==> src/rtl/serial_switch_bank.sv <==
module serial_switch_bank #(
  parameter int WIDTH      = 8,
  parameter int SYNC_DEPTH = 2
) (
  input  logic             clk,
  input  logic             rst_n,
  input  logic             sclk_in,
  input  logic             sdata_in,
  input  logic             strobe_in,
  input  logic             clear_n_in,
  input  logic             off_in,
  input  logic             hot_in,
  output logic [WIDTH-1:0] chan_on,
  output logic             cascade_out
);

  localparam int NIN = 6;

  logic [NIN-1:0] raw;
  logic [NIN-1:0] sync_q [SYNC_DEPTH];
  logic [NIN-1:0] synced;

  assign raw    = {hot_in, off_in, clear_n_in, strobe_in, sdata_in, sclk_in};
  assign synced = sync_q[SYNC_DEPTH-1];

  always_ff @(posedge clk or negedge rst_n) begin
    if (!rst_n) begin
      for (int i = 0; i < SYNC_DEPTH; i++) sync_q[i] <= '0;
    end else begin
      sync_q[0] <= raw;
      for (int i = 1; i < SYNC_DEPTH; i++) sync_q[i] <= sync_q[i-1];
    end
  end

  logic sclk_s, data_s, strobe_s, clr_s, off_s, hot_s;
  assign {hot_s, off_s, clr_s, strobe_s, data_s, sclk_s} = synced;

  logic sclk_d, strobe_d;
  always_ff @(posedge clk or negedge rst_n) begin
    if (!rst_n) begin
      sclk_d   <= 1'b0;
      strobe_d <= 1'b0;
    end else begin
      sclk_d   <= sclk_s;
      strobe_d <= strobe_s;
    end
  end

  logic sclk_rise, sclk_fall, strobe_rise;
  assign sclk_rise   =  sclk_s & ~sclk_d;
  assign sclk_fall   = ~sclk_s &  sclk_d;
  assign strobe_rise =  strobe_s & ~strobe_d;

  logic [WIDTH-1:0] sh, hold, sh_next;
  assign sh_next = sclk_rise ? {sh[WIDTH-2:0], data_s} : sh;

  always_ff @(posedge clk or negedge rst_n) begin
    if (!rst_n) begin
      sh          <= '0;
      hold        <= '0;
      cascade_out <= 1'b0;
    end else if (!clr_s) begin
      sh          <= '0;
      hold        <= '0;
      cascade_out <= 1'b0;
    end else begin
      sh <= sh_next;
      if (strobe_rise) hold <= sh_next;
      if (sclk_fall) cascade_out <= sh[WIDTH-1];
    end
  end

  assign chan_on = (off_s || hot_s) ? '0 : hold;


  off_blank_chk: assert property (@(posedge clk) disable iff (!rst_n)
    off_s |-> (chan_on == '0));


  hot_blank_chk: assert property (@(posedge clk) disable iff (!rst_n)
    hot_s |-> (chan_on == '0));


  hold_steady_chk: assert property (@(posedge clk) disable iff (!rst_n)
    (!strobe_rise && clr_s) |=> $stable(hold));


  casc_fall_only_chk: assert property (@(posedge clk) disable iff (!rst_n)
    (!sclk_fall && clr_s) |=> $stable(cascade_out));


  clear_empty_chk: assert property (@(posedge clk) disable iff (!rst_n)
    !clr_s |=> (sh == '0 && hold == '0));


  shift_in_chk: assert property (@(posedge clk) disable iff (!rst_n)
    (sclk_rise && clr_s) |=> (sh[0] == $past(data_s)));

endmodule

==> config.mk <==
export PLATFORM = sky130hd
export DESIGN_NAME = serial_switch_bank
export DESIGN_NICKNAME = d
export VERILOG_FILES = /design/src/rtl/serial_switch_bank.sv
export SDC_FILE = /design/constraint.sdc
export NUM_CORES = 1
export LEC_CHECK = 0
export BUFFER_PORTS_ARGS = -buffer_cell sky130_fd_sc_hd__buf_2
export CORE_ASPECT_RATIO = 0.6
export CORE_MARGIN = 1.5
export CORE_UTILIZATION = 45
export CTS_CLUSTER_SIZE = 16
export DETAILED_ROUTE_END_ITERATION = 8
export PLACE_DENSITY_LB_ADDON = 0.05
export SETUP_SLACK_MARGIN = 0.5
export SYNTH_ARGS = -nofsm -noshare
export SYNTH_HDL_FRONTEND = slang
export SYNTH_SLANG_ARGS = --single-unit
==> constraint.sdc <==
create_clock -name clk -period 1.2 [get_ports clk]
set_input_delay 0.3 -clock clk [delete_from_list [all_inputs] [get_ports clk]]
set_output_delay 0.3 -clock clk [all_outputs]
set_load 0.01 [all_outputs]
==> results.py <==
metrics = {
    "timing": {
        "slew_violations": 0,
        "setup_viol": 17,
        "fin_ws_ps": -259,
        "max_freq_mhz": 685,
        "rsz0062_at_grt": "yes",
        "tightest_slew_ps": 430,
        "finalCritPeriodShare_pct": 122,
        "final.min_clock_period_ps": 1460,
        "slew_headroom_pct": 71.3,
        "finalHoldViolCount": 0,
        "skew_ps": 6.67,
    },
    "routing": {
        "drt_iter0_drc": 26,
        "final_antenna_net_count": 0,
        "route.final.wire_length_mm": 1.90,
        "first_pass_iters": 4,
        "route.detailed.drc": 0,
        "avgRoutedWirePerCell_um": 14.3,
        "vias_per_cell": 4.92,
        "vias": 655,
    },
    "critical_path": {
        "cpMaxStageDelayCell": "dfrtp_1",
        "crit_fanout": 8,
        "worstSetupStartpointType": "flop",
        "critPathTopFamily": "simple AND/OR/NAND/NOR gates",
        "slowest_delay_ps": 390,
        "critPathArrivalTime_ps": 1160,
        "cp_data_required_time_ps": 900,
        "crit_chain": "nor2_4 > and2_4 > buf_6",
        "path_buf_inv": 1,
        "crit_type": "flop to output port",
        "end_kind": "output port",
    },
    "power_and_ir_drop": {
        "powerDensity_nw_per_um2": 1330,
        "leakage_uw": 0.000659,
        "power_frac_comb_pct": 7.3,
        "finalPower_uw": 2010,
        "netSwitchingPower_uw": 447,
        "peakVddDrop_uv": 729,
        "clock_power_share_pct": 37.2,
        "p_int_uw": 1570,
        "switching_share_pct": 22.2,
        "seq_power_share_pct": 55.5,
    },
    "grt": {
        "grt-busiest-layer": "met1",
        "antenna_found_initial": 0,
        "grt_use_total_pct": 16.7,
        "grt_max_degree": 32,
        "grt_use_met1_pct": 23.1,
        "grt_pass1_vias": 701,
        "gr-usage-met2_pct": 22.2,
        "grt_pass1_wl_mm": 3.24,
        "grt_use_met3_pct": 7.32,
        "overflow": 0,
    },
    "synth": {
        "synth_seq_cells": 31,
        "avgSynthCellArea_um2": 13.9,
        "synth_nets": 88,
        "synth-simple-area-share_pct": 12.9,
        "synthXorXnorAreaFrac_pct": 0,
        "syn_area_um2": 1110,
        "yosysSeqAreaShare_pct": 69.7,
        "synth_fa_ha_area_share_pct": 0,
        "synth_compound_area_share_pct": 7.19,
        "synth_cells": 80,
        "synth_top_family_by_area": "simple AND/OR/NAND/NOR gates",
        "synth.area.mux_share_pct": 8.09,
        "synth_cell_types": 12,
        "yosysWarnings": 0,
    },
    "layout": {
        "final_common_cell": "dfrtp_1",
        "nNetsFinal": 110,
        "antenna_cells": 0,
        "syn_to_final_growth_pct": 36.2,
        "final_layout_size_suffix_gt1_share_pct": 49.5,
        "fin_cells": 133,
        "final_util_pct": 67.6,
        "final_cell_mix": "dfrtp_1 (30), nor2b_1 (9)",
    },
    "clock_tree": {
        "cts_setup_buffers": 0,
        "clock_path_buffers": 2,
        "cts_made_buffers": 5,
        "htreeDepth": 2,
        "cts.sinks": 31,
        "clk_latency_ps": 270,
        "path_clk_slew_ps": 60,
        "cts-root-buf": "clkbuf_8",
        "cts_tree": "yes",
        "holdBufCountCts": 0,
    },
    "placed_design": {
        "dp_hpwl_mm": 1.19,
        "place.gp.congestion": 0.713,
        "io_buffers": 16,
        "place_inst": 125,
    },
    "min_path": {
        "worstHoldPathType": "input port to asynchronous set/reset pin",
    },
    "run_status": {
        "status": "complete, but fails checks",
        "violations": "setup timing",
    },
    "die": {
        "core-area_um2": 2240,
        "num_io_pins": 17,
        "row_count": 13,
        "dieHeight_um": 41.5,
        "die_area_um2": 2790,
        "die_w_um": 67.2,
        "initial_core_util_pct": 49.6,
    },
    "run": {
        "drv_cap": 0,
    },
}
final timing paths:
path                       startpoint    endpoint  slack (ps)  cells after the start
setup reg to reg               sclk_d     hold[5]         -10                      4
min in group clk               off_in  sync_q[10]         130                      1
setup / recovery            synced[4]  chan_on[3]        -260                      3
hold / removal                  rst_n       sh[1]          20                      2
hold reg to reg             sync_q[6]   synced[0]         340                      0
max in group asynchronous       rst_n   synced[3]         870                      2
registers in the layout, summed over array words and instances, names as in the netlist:
name and flops:
sync_q 6, sclk_d 1, strobe_d 1, synced 6, cascade_out 1, sh 8, hold 8
Yosys cell counts, drive strengths merged:
cell    number  area [µm²]
dfrtp       31         776
clkbuf       1        7.51
buf          2        16.3
and2         8        50.1
nand2b       1        6.26
o21ai        8        40.0
a21oi        8        40.0
nor2b       11        83.8
nor2         1        3.75
mux2i        9        90.1
stage by stage:
| stage | instance area, µm² | TNS (ps) | hold WS, ps | setup slack, ps |
|---|---|---|---|---|
| final | 1520 | -2110 | 23.7 | -259 |
| after global routing | 1520 | -3330 | 50.0 | -321 |
| after CTS | 1470 | -2170 | 33.5 | -275 |
| after detailed placement | 1260 | 0 | 330 | 22.7 |
| after global placement | 1260 | 0 | 328 | 44.8 |
| after floorplan | 1140 | 0 | 4.41 | 156 |
routing by layer:
layer	up-vias	wire length [µm]
met2	12	866
met5	-	0
met1	327	913
met3	5	73
met4	0	44
li1	311	-
power by group through the flow:
| stage | logic [µW] | registers [µW] | clock network (µW) |
|---|---|---|---|
| 4_1_cts | 137 | 1120 | 774 |
| 3_3_place_gp | 110 | 1130 | 0 |
| 6_report | 147 | 1120 | 749 |
| 3_5_place_dp | 113 | 1130 | 0 |
| 5_1_grt | 162 | 1120 | 824 |
| 2_1_floorplan | 66.9 | 1120 | 0 |
worst reg2reg max path: stages, from the launching register on:
cell and delay, ps:
dfrtp_1 430, nor2b_4 150, buf_12 170, mux2i_1 240
a21oi_1 90
layout make-up:
| cell class | count | area, µm² |
|---|---|---|
| clock buffer | 7 | 76.3 |
| clock inverter | 1 | 5.00 |
| fill | 164 | 728 |
| multi-input combinational | 46 | 463 |
| sequential | 31 | 777 |
| tap | 30 | 37.5 |
| timing repair buffer | 18 | 158 |
logic make-up (layout without fill, tap and decap cells):
group	after synthesis	in the layout
AND/OR/NAND/NOR	21	21
AO/OA/AOI/OAI	16	16
multiplexers	9	9
buffers and inverters	3	26
flip-flops	31	31
timing repair:
action / in CTS / in global routing
endpoints found under the setup margin: 26 / 26
gates resized for setup: 22 / 10
pin swaps: 8 / 7
No activity file was read; power rests on OpenSTA's default activity.
